### config.mk
export PLATFORM = sky130hd
export DESIGN_NAME = mlc_core
export DESIGN_NICKNAME = d
export VERILOG_FILES = /design/src/rtl/mlc_pkg.sv /design/src/rtl/mlc_decode.sv /design/src/rtl/mlc_alu.sv /design/src/rtl/mlc_regfile.sv /design/src/rtl/mlc_wordmem.sv /design/src/rtl/mlc_core.sv
export SDC_FILE = /design/constraint.sdc
export NUM_CORES = 1
export LEC_CHECK = 0
export CORE_UTILIZATION = 45
export DETAILED_ROUTE_END_ITERATION = 10
export PLACE_DENSITY = 0.85
export SLEW_MARGIN = 0
export SYNTH_ARGS = -nofsm -noshare
export SYNTH_HDL_FRONTEND = slang
export SYNTH_SLANG_ARGS = --single-unit
### constraint.sdc
create_clock -name clk -period 4.9 [get_ports clk]
set_input_delay 0.49 -clock clk [delete_from_list [all_inputs] [get_ports clk]]
set_output_delay 0.49 -clock clk [all_outputs]
set_load 0.02 [all_outputs]
### src/rtl/mlc_pkg.sv
// Shared encodings and control types for the single-cycle core.
// Assumes the standard 6-bit opcode at [31:26] and funct at [5:0].
package mlc_pkg;
    localparam logic [5:0] OP_RTYPE = 6'h00;
    localparam logic [5:0] OP_JUMP  = 6'h02;
    localparam logic [5:0] OP_BEQ   = 6'h04;
    localparam logic [5:0] OP_ADDI  = 6'h08;
    localparam logic [5:0] OP_LW    = 6'h23;
    localparam logic [5:0] OP_SW    = 6'h2B;

    localparam logic [5:0] FN_ADD = 6'h20;
    localparam logic [5:0] FN_SUB = 6'h22;
    localparam logic [5:0] FN_AND = 6'h24;
    localparam logic [5:0] FN_OR  = 6'h25;
    localparam logic [5:0] FN_SLT = 6'h2A;
    localparam logic [5:0] FN_MUL = 6'h18;

    typedef enum logic [2:0] {
        ALU_ADD, ALU_SUB, ALU_AND, ALU_OR, ALU_SLT, ALU_MUL
    } alu_op_e;

    typedef struct packed {
        logic    reg_we;      // instruction writes a register
        logic    dst_is_rd;   // destination is rd, not rt
        logic    use_imm;     // ALU operand B is the sign-extended immediate
        logic    mem_we;      // store
        logic    mem_to_reg;  // load
        logic    is_branch;   // branch-if-equal
        logic    is_jump;     // absolute jump
        alu_op_e alu_op;
    } ctrl_t;
endpackage

### src/rtl/mlc_decode.sv
// Main decoder: turns opcode and funct into control signals.
// Assumes any encoding not listed decodes to a no-operation.
module mlc_decode
    import mlc_pkg::*;
(
    input  logic [5:0] opcode,
    input  logic [5:0] funct,
    output ctrl_t      ctrl
);
    // Purpose: one case tree per opcode; default is a no-operation.
    always_comb begin
        ctrl = '{reg_we: 1'b0, dst_is_rd: 1'b0, use_imm: 1'b0, mem_we: 1'b0,
                 mem_to_reg: 1'b0, is_branch: 1'b0, is_jump: 1'b0, alu_op: ALU_ADD};
        case (opcode)
            OP_RTYPE: begin
                ctrl.dst_is_rd = 1'b1;
                ctrl.reg_we    = 1'b1;
                case (funct)
                    FN_ADD:  ctrl.alu_op = ALU_ADD;
                    FN_SUB:  ctrl.alu_op = ALU_SUB;
                    FN_AND:  ctrl.alu_op = ALU_AND;
                    FN_OR:   ctrl.alu_op = ALU_OR;
                    FN_SLT:  ctrl.alu_op = ALU_SLT;
                    FN_MUL:  ctrl.alu_op = ALU_MUL;
                    default: ctrl.reg_we = 1'b0;
                endcase
            end
            OP_ADDI: begin
                ctrl.reg_we  = 1'b1;
                ctrl.use_imm = 1'b1;
            end
            OP_LW: begin
                ctrl.reg_we     = 1'b1;
                ctrl.use_imm    = 1'b1;
                ctrl.mem_to_reg = 1'b1;
            end
            OP_SW: begin
                ctrl.use_imm = 1'b1;
                ctrl.mem_we  = 1'b1;
            end
            OP_BEQ: begin
                ctrl.is_branch = 1'b1;
                ctrl.alu_op    = ALU_SUB;
            end
            OP_JUMP: ctrl.is_jump = 1'b1;
            default: ;
        endcase
    end
endmodule

### src/rtl/mlc_alu.sv
// Arithmetic unit shared by register operations, address generation
// and the branch compare. Assumes two's-complement operands.
module mlc_alu
    import mlc_pkg::*;
#(
    parameter int W = 32
) (
    input  alu_op_e      op,
    input  logic [W-1:0] a,
    input  logic [W-1:0] b,
    output logic [W-1:0] y,
    output logic         zero
);
    logic [2*W-1:0] prod;

    // Purpose: signed product; only the low half is used.
    always_comb prod = $signed({{W{a[W-1]}}, a}) * $signed({{W{b[W-1]}}, b});

    // Purpose: select the operation result.
    always_comb begin
        case (op)
            ALU_SUB: y = a - b;
            ALU_AND: y = a & b;
            ALU_OR:  y = a | b;
            ALU_SLT: y = {{(W-1){1'b0}}, $signed(a) < $signed(b)};
            ALU_MUL: y = prod[W-1:0];
            default: y = a + b;
        endcase
    end

    // Purpose: equality flag for the branch.
    always_comb zero = (y == '0);
endmodule

### src/rtl/mlc_regfile.sv
// Register file: two asynchronous read ports, one synchronous write port.
// Entry 0 is hardwired to zero; the others clear on synchronous reset.
module mlc_regfile #(
    parameter int W     = 32,
    parameter int NREGS = 32,
    localparam int AW   = $clog2(NREGS)
) (
    input  logic          clk,
    input  logic          rst_n,
    input  logic          we,
    input  logic [AW-1:0] waddr,
    input  logic [W-1:0]  wdata,
    input  logic [AW-1:0] raddr_a,
    input  logic [AW-1:0] raddr_b,
    output logic [W-1:0]  rdata_a,
    output logic [W-1:0]  rdata_b
);
    logic [W-1:0] regs [NREGS];

    // Purpose: entry 0 is a constant zero.
    always_comb regs[0] = '0;

    for (genvar g = 1; g < NREGS; g++) begin : g_reg
        // Purpose: one storage row, written when addressed.
        always_ff @(posedge clk) begin
            if (!rst_n)
                regs[g] <= '0;
            else if (we && waddr == AW'(g))
                regs[g] <= wdata;
        end
    end

    // Purpose: combinational reads.
    always_comb begin
        rdata_a = regs[raddr_a];
        rdata_b = regs[raddr_b];
    end
endmodule

### src/rtl/mlc_wordmem.sv
// Word-addressed memory: combinational read, write on the rising edge.
// Contents are not reset; the environment loads them.
module mlc_wordmem #(
    parameter int W     = 32,
    parameter int WORDS = 64,
    localparam int AW   = $clog2(WORDS)
) (
    input  logic          clk,
    input  logic          we,
    input  logic [AW-1:0] addr,
    input  logic [W-1:0]  wdata,
    output logic [W-1:0]  rdata
);
    logic [W-1:0] mem [WORDS];

    // Purpose: store one word.
    always_ff @(posedge clk) begin
        if (we)
            mem[addr] <= wdata;
    end

    // Purpose: read follows the address with no enable.
    always_comb rdata = mem[addr];
endmodule

### src/rtl/mlc_core.sv
// Single-cycle core top: PC, sign extension, next-PC selection and the
// write-back path. Assumes both memories are loaded before reset release.
module mlc_core
    import mlc_pkg::*;
#(
    parameter int IMEM_WORDS = 64,
    parameter int DMEM_WORDS = 64,
    localparam int W   = 32,
    localparam int IAW = $clog2(IMEM_WORDS),
    localparam int DAW = $clog2(DMEM_WORDS)
) (
    input  logic         clk,
    input  logic         rst_n,
    output logic [31:0]  dbg_pc,
    output logic         dbg_wb_en,
    output logic [4:0]   dbg_wb_idx,
    output logic [31:0]  dbg_wb_data
);
    logic [W-1:0] pc, pc_plus4, pc_next, instr;
    logic [W-1:0] imm_ext, rs_val, rt_val, alu_b, alu_y, load_val, wb_data;
    logic [4:0]   rs, rt, rd, wb_idx;
    logic         alu_zero, wb_en, store_en;
    ctrl_t        ctrl;

    mlc_wordmem #(.W(W), .WORDS(IMEM_WORDS)) u_imem (
        .clk(clk), .we(1'b0), .addr(pc[IAW+1:2]), .wdata('0), .rdata(instr)
    );

    // Purpose: split the instruction fields and sign-extend the immediate.
    always_comb begin
        rs      = instr[25:21];
        rt      = instr[20:16];
        rd      = instr[15:11];
        imm_ext = {{16{instr[15]}}, instr[15:0]};
    end

    mlc_decode u_dec (.opcode(instr[31:26]), .funct(instr[5:0]), .ctrl(ctrl));

    // Purpose: destination select and write gating (register 0 never written).
    always_comb begin
        wb_idx   = ctrl.dst_is_rd ? rd : rt;
        wb_en    = rst_n && ctrl.reg_we && (wb_idx != 5'd0);
        store_en = rst_n && ctrl.mem_we;
    end

    mlc_regfile #(.W(W), .NREGS(32)) u_rf (
        .clk(clk), .rst_n(rst_n), .we(wb_en), .waddr(wb_idx), .wdata(wb_data),
        .raddr_a(rs), .raddr_b(rt), .rdata_a(rs_val), .rdata_b(rt_val)
    );

    // Purpose: ALU operand B is either rt or the immediate.
    always_comb alu_b = ctrl.use_imm ? imm_ext : rt_val;

    mlc_alu #(.W(W)) u_alu (
        .op(ctrl.alu_op), .a(rs_val), .b(alu_b), .y(alu_y), .zero(alu_zero)
    );

    mlc_wordmem #(.W(W), .WORDS(DMEM_WORDS)) u_dmem (
        .clk(clk), .we(store_en), .addr(alu_y[DAW+1:2]), .wdata(rt_val), .rdata(load_val)
    );

    // Purpose: pick the value written back.
    always_comb wb_data = ctrl.mem_to_reg ? load_val : alu_y;

    // Purpose: next-PC selection among sequential, branch and jump.
    always_comb begin
        pc_plus4 = pc + 32'd4;
        if (ctrl.is_jump)
            pc_next = {pc_plus4[31:28], instr[25:0], 2'b00};
        else if (ctrl.is_branch && alu_zero)
            pc_next = pc_plus4 + {imm_ext[29:0], 2'b00};
        else
            pc_next = pc_plus4;
    end

    // Purpose: program counter, cleared by synchronous reset.
    always_ff @(posedge clk) begin
        if (!rst_n)
            pc <= '0;
        else
            pc <= pc_next;
    end

    // Purpose: debug observers.
    always_comb begin
        dbg_pc      = pc;
        dbg_wb_en   = wb_en;
        dbg_wb_idx  = wb_idx;
        dbg_wb_data = wb_data;
    end
endmodule

==> summary.txt, run 1 <==
P_int -> 0.350 mW
Final hold viol count -> 0
Setup TNS Final -> 0 ps
Max Cap Viol -> 0
Fillers -> 334
Most instantiated cells after synthesis -> buf_4, dfxtp_1, a21oi_1
Initial antenna violation count -> 0
Area of the core -> 0.00342 mm^2
Slowest stage cell, crit path -> or4_1
Final Slew Violations -> 0
Clk_skew -> 13.2 ps
Critical path class -> flop to flop
CP Buf/Inv Count -> 0
Prevailing post-synth register cell -> dfxtp_1
# Post-CTS Setup Buffers -> 0
Net Switching -> 0.123 mW
Seq/Total Area, Yosys -> 36.4%
Die Span X -> 62.6 um
# rows -> 21
Comb power frac -> 8.8%
Final WS setup -> 2610 ps
First-pass DRT Iterations -> 5
Critical Path AT -> 2540 ps
Leakage -> 0.650 nW
Max FO, Critical Path -> 17
Num ports -> 72
Clock share of power -> 38.6%
CTS Buf Count -> 5
Cell with the most instances after synthesis -> buf_4
Status -> finished clean
Hpwl dp -> 2040 um
Clock transition at the registers of the reported paths -> 90 ps
IO Port Bufs -> 31
Synth Register Bits -> 30
Antenna Nets Post-Route -> 0
Critical path required time -> 5160 ps
Delay-heaviest family, CP -> simple AND/OR/NAND/NOR gates
Largest net degree at the start of global routing -> 29
DRC marker count from the first detailed-route iteration -> 34
Tot GR Track Use -> 16.1%
Ys async rst share -> 0%
CTS Hold Bufs -> 0
Routed wire length -> 3020 um
Largest register FFs -> 30
Power share of the sequential group -> 52.6%
Maximum VDD drop -> 0.000156 V
Avg Inst Size Synth -> 8.42 um^2
Tmin final -> 2290 ps
Total congestion overflow -> 0
Initial Util -> 48.3%
Share of layout cells above drive strength 1 -> 5.75%
Post-synth EDFFs -> 0
N_diodes -> 0
Drt wl/cell -> 11.1 um
Pwr dens -> 248 mW/mm^2
CP peak stage delay -> 700 ps
Worst Tran Pin Value -> 526 ps
Critical Path Most Common Cell -> or4_1
Final setup fails -> 0
Type of origin of the critical path -> flop
Crit. End Element -> flop
Top cell type's share of synthesized area -> 36.4%
Rel. slew slack -> 64.9%
Synthesized area -> 0.00165 mm^2
Clock Root Buffer -> clkbuf_4
Pre-CTS WS -> 2670 ps
# DRC -> 0
Largest area contributor in the netlist -> dfxtp_1
Latest clock arrival within the worst-skew pair -> 330 ps
Final worst-path cycle share -> 46.6%
Via density -> 4.88
CTS tree -> built
Post-CTS resize count -> 0
Netlist cell types -> 30
Post-route cell area -> 0.00191 mm^2
Htree depth -> 2
Layout area overhead -> 15.5%
Die area -> 0.00391 mm^2
Sw Share -> 26.1%
Max Root-Sink Buffers -> 2
Max Fclk -> 438 MHz
First-pass GRT wire length -> 4950 um
CP Cell Sequence -> ha_1 > nand3_1 > or4_1 > or4_1 > a21oi_1
Mapped Cells -> 196
Ranking of synthesized cells by area -> dfxtp_1, buf_4, or4_1
Die H -> 62.6 um
Number of global-route vias before repair -> 1078
Hold crit path type -> flop to flop
Yosys warns -> 0
Gp weighted congestion -> 0.812
Post-layout net count -> 228
RSZ-0062 raised after global routing -> no
Placed standard-cell area -> 0.00183 mm^2
Routed vias -> 1326
# clock sinks -> 30
path summary, 6_finish.rpt:
| check | startpoint | end | slack (ps) | cells past startpoint |
|---|---|---|---|---|
| setup / recovery | dbg_pc[2]$_SDFF_PN0_ | dbg_pc[30]$_SDFF_PN0_ | 2610 | 5 |
| hold / removal | dbg_pc[31]$_SDFF_PN0_ | dbg_pc[31]$_SDFF_PN0_ | 480 | 2 |
| setup reg to reg | dbg_pc[2]$_SDFF_PN0_ | dbg_pc[30]$_SDFF_PN0_ | 2610 | 5 |
| hold reg to reg | dbg_pc[31]$_SDFF_PN0_ | dbg_pc[31]$_SDFF_PN0_ | 480 | 2 |
placed cells by master (no fill, tap or decap):
cell,n
conb_1,40
clkdlybuf4s50_1,31
dfxtp_1,30
a21oi_1,17
or4_1,13
nor2_1,12
o31ai_1,11
nand2_1,10
nand3_1,8
xnor2_1,8
or3_1,7
o21ai_0,6
inv_1,5
clkbuf_4,5
nand4_1,3
nor3_1,3
clkbuf_8,3
nand4_2,2
xor2_1,2
nand3_2,1
inv_2,1
nor4_1,1
and3_1,1
and2_1,1
and4_1,1
nand2b_1,1
nor4_2,1
mux2i_1,1
ha_1,1
per-stage QoR:
step | instances | util, % | power (mW) | hold slack, ps
after global placement | 264 | 53.5 | 0.295 | 453
final | 272 | 55.8 | 0.473 | 481
after detailed placement | 264 | 53.5 | 0.296 | 472
after CTS | 272 | 55.8 | 0.478 | 485
after global routing | 272 | 55.8 | 0.497 | 524
after floorplan | 235 | - | 0.313 | 538
metal layers:
metal / up-vias / track usage, % / share of wire [%]
met3: 4 / 6.39 / 5.9
met1: 606 / 20.4 / 48
met5: - / 0 / 0
li1: 671 / - / -
met4: 0 / 7.85 / 1.5
met2: 45 / 23.6 / 44
power groups by stage:
stage	sequential [mW]	clock, mW	combinational (mW)
after floorplan	0.256	0	0.0568
after global placement	0.254	0	0.0412
after detailed placement	0.254	0	0.0412
after CTS	0.249	0.188	0.0414
after global routing	0.250	0.203	0.0443
final	0.249	0.183	0.0416
final cells by class:
cell class                 instances  area, um^2  area share, %
multi-input combinational        151         837           43.9
sequential                        30         601           31.5
timing repair buffer              31         310           16.3
clock buffer                       8        78.8           4.13
tap                               46        57.6           3.02
inverter                           6        22.5           1.18
cell families after synthesis:
| group | Yosys count | synth area share, % |
|---|---|---|
| AND/OR/NAND/NOR | 65 | 23.0 |
| buffers and inverters | 54 | 21.8 |
| AO/OA/AOI/OAI | 34 | 12.0 |
| flip-flops | 30 | 36.4 |
| XOR/XNOR | 10 | 5.31 |
| adder cells (fa/ha/maj) | 1 | 0.758 |
| other | 1 | 0.227 |
| multiplexers | 1 | 0.607 |
worst register-to-register path, stage by stage, from the launching register on:
cell,delay [ps]
dfxtp_1,440
ha_1,240
nand3_1,130
or4_1,700
or4_1,560
a21oi_1,140
Note: power is estimated with default switching activity, not from simulation.
==> run 2, diff against run 1 <==
--- a/config.mk
+++ b/config.mk
@@ -5,9 +5,9 @@
 export SDC_FILE = /design/constraint.sdc
 export NUM_CORES = 1
 export LEC_CHECK = 0
-export CORE_UTILIZATION = 45
+export CORE_UTILIZATION = 38
 export DETAILED_ROUTE_END_ITERATION = 10
-export PLACE_DENSITY = 0.85
+export PLACE_DENSITY = 0.76
 export SLEW_MARGIN = 0
 export SYNTH_ARGS = -nofsm -noshare
 export SYNTH_HDL_FRONTEND = slang
==> constraint.sdc (replaced) <==
create_clock -name clk -period 2.1 [get_ports clk]
set_input_delay 0.21 -clock clk [delete_from_list [all_inputs] [get_ports clk]]
set_output_delay 0.21 -clock clk [all_outputs]
set_load 0.02 [all_outputs]
==> summary.txt, run 2 (synthesis results as in run 1) <==
Status -> finished clean
Final Slew Violations -> 0
Post-CTS resize count -> 0
# Post-CTS Setup Buffers -> 0
Drt wl/cell -> 10.9 um
Final hold viol count -> 0
CP peak stage delay -> 470 ps
Hold crit path type -> flop to flop
# rows -> 23
Setup TNS Final -> 0 ps
Initial Util -> 40.4%
Die Span X -> 67.9 um
RSZ-0062 raised after global routing -> no
Min-Delay Endpoint -> dbg_pc[31]$_SDFF_PN0_
Post-route cell area -> 0.00204 mm^2
Routed wire length -> 3160 um
CP Cell Sequence -> nand3_2 > buf_4 > or4_1 > buf_4 > or4_1 > a21oi_1
Largest register FFs -> 30
Max Fclk -> 515 MHz
IO Port Bufs -> 31
Max Root-Sink Buffers -> 2
Latest clock arrival within the worst-skew pair -> 290 ps
Num ports -> 72
First-pass GRT wire length -> 5080 um
Number of global-route vias before repair -> 1113
Critical Path AT -> 2160 ps
Largest net degree at the start of global routing -> 29
Maximum VDD drop -> 0.000398 V
Final worst-path cycle share -> 92.4%
Antenna Nets Post-Route -> 0
CTS tree -> built
Hold_sp -> dbg_pc[31]$_SDFF_PN0_
Max FO, Critical Path -> 17
CTS Buf Count -> 5
Tot GR Track Use -> 15.3%
Final setup fails -> 0
Post-layout net count -> 241
Layout area overhead -> 23.4%
Die area -> 0.00461 mm^2
Share of layout cells above drive strength 1 -> 12.1%
Total congestion overflow -> 0
Die H -> 67.9 um
First-pass DRT Iterations -> 4
Htree depth -> 2
Commonest non-fill, non-tap cell in the layout -> conb_1
Area of the core -> 0.00409 mm^2
Leakage -> 0.720 nW
R2R Setup Slk -> 160 ps
Critical path class -> flop to flop
Hold-critical path depth -> 2
Via density -> 4.75
Max Cap Viol -> 0
Crit. End Element -> flop
# DRC -> 0
N_diodes -> 0
Gp weighted congestion -> 0.749
Initial antenna violation count -> 0
Clock Root Buffer -> clkbuf_8
Placed standard-cell area -> 0.00193 mm^2
Most frequent cells in the layout -> conb_1, clkdlybuf4s50_1, dfxtp_1
Pwr dens -> 579 mW/mm^2
# clock sinks -> 30
R2R cell count -> 6
Critical path required time -> 2320 ps
Clock transition at the registers of the reported paths -> 70 ps
Slowest stage cell, crit path -> or4_1
CTS Hold Bufs -> 0
Routed vias -> 1374
Clk_skew -> 5.70 ps
Worst R2R End -> dbg_pc[29]$_SDFF_PN0_
Reg-to-Reg Start -> dbg_pc[8]$_SDFF_PN0_
DRC marker count from the first detailed-route iteration -> 98
Hold Slack -> 477 ps
Type of origin of the critical path -> flop
Hpwl dp -> 2170 um
Tmin final -> 1940 ps
[run 2: layout make-up]
class                   instances  area, um^2
clock buffers                   6        82.6
clock inverters                 2        12.5
fillers                       404        2050
inverters                       6        22.5
multi-input cells             151         846
flip-flops and latches         30         602
well taps                      50        62.6
repair buffers                 44         408
[run 2: how the worst max path moves through the flow]
stage | from | to | slack, ps | cells after the start
5_1_grt | dbg_pc[8]$_SDFF_PN0_ | dbg_pc[29]$_SDFF_PN0_ | 7 | 6
3_3_place_gp | dbg_pc[9]$_SDFF_PN0_ | dbg_pc[28]$_SDFF_PN0_ | 150 | 4
2_1_floorplan | dbg_pc[2]$_SDFF_PN0_ | dbg_pc[18]$_SDFF_PN0_ | 60 | 7
4_1_cts | dbg_pc[9]$_SDFF_PN0_ | dbg_pc[30]$_SDFF_PN0_ | 60 | 4
6_report | dbg_pc[8]$_SDFF_PN0_ | dbg_pc[29]$_SDFF_PN0_ | 160 | 6
3_5_place_dp | dbg_pc[9]$_SDFF_PN0_ | dbg_pc[30]$_SDFF_PN0_ | 60 | 4
[run 2: critical path: cells and delay by family, from the launching register on]
family	cells	cell delay, ps
AOI/OAI and AO/OA	1	160
buffers and inverters	2	360
DFF	1	400
and+or+nand+nor	3	960
[run 2: report_power, final]
group | internal (mW) | leakage, nW | switching, mW
combinational | 0.0208 | 0.430 | 0.0887
sequential | 0.574 | 0.243 | 0.00301
clock | 0.263 | 0.0472 | 0.229
total | 0.858 | 0.720 | 0.321
[run 2: through the flow]
step | power, mW | setup WS [ps] | utilization [%] | instances
after CTS | 1.20 | 64.8 | 49.6 | 289
after detailed placement | 0.699 | 59.9 | 47.2 | 281
after global placement | 0.698 | 146 | 47.2 | 281
after global routing | 1.23 | 6.62 | 49.8 | 289
final | 1.18 | 159 | 49.8 | 289
after floorplan | 0.731 | 62.9 | - | 235
[run 2: per-layer routing]
layer	share of wire, %	wire length [um]	track usage, %	vias to the layer above
met5	0	0	0	-
met3	8.4	265	7.33	4
met2	46	1460	22.4	55
li1	-	-	-	693
met4	1.2	38	7.81	0
met1	44	1400	18.5	622
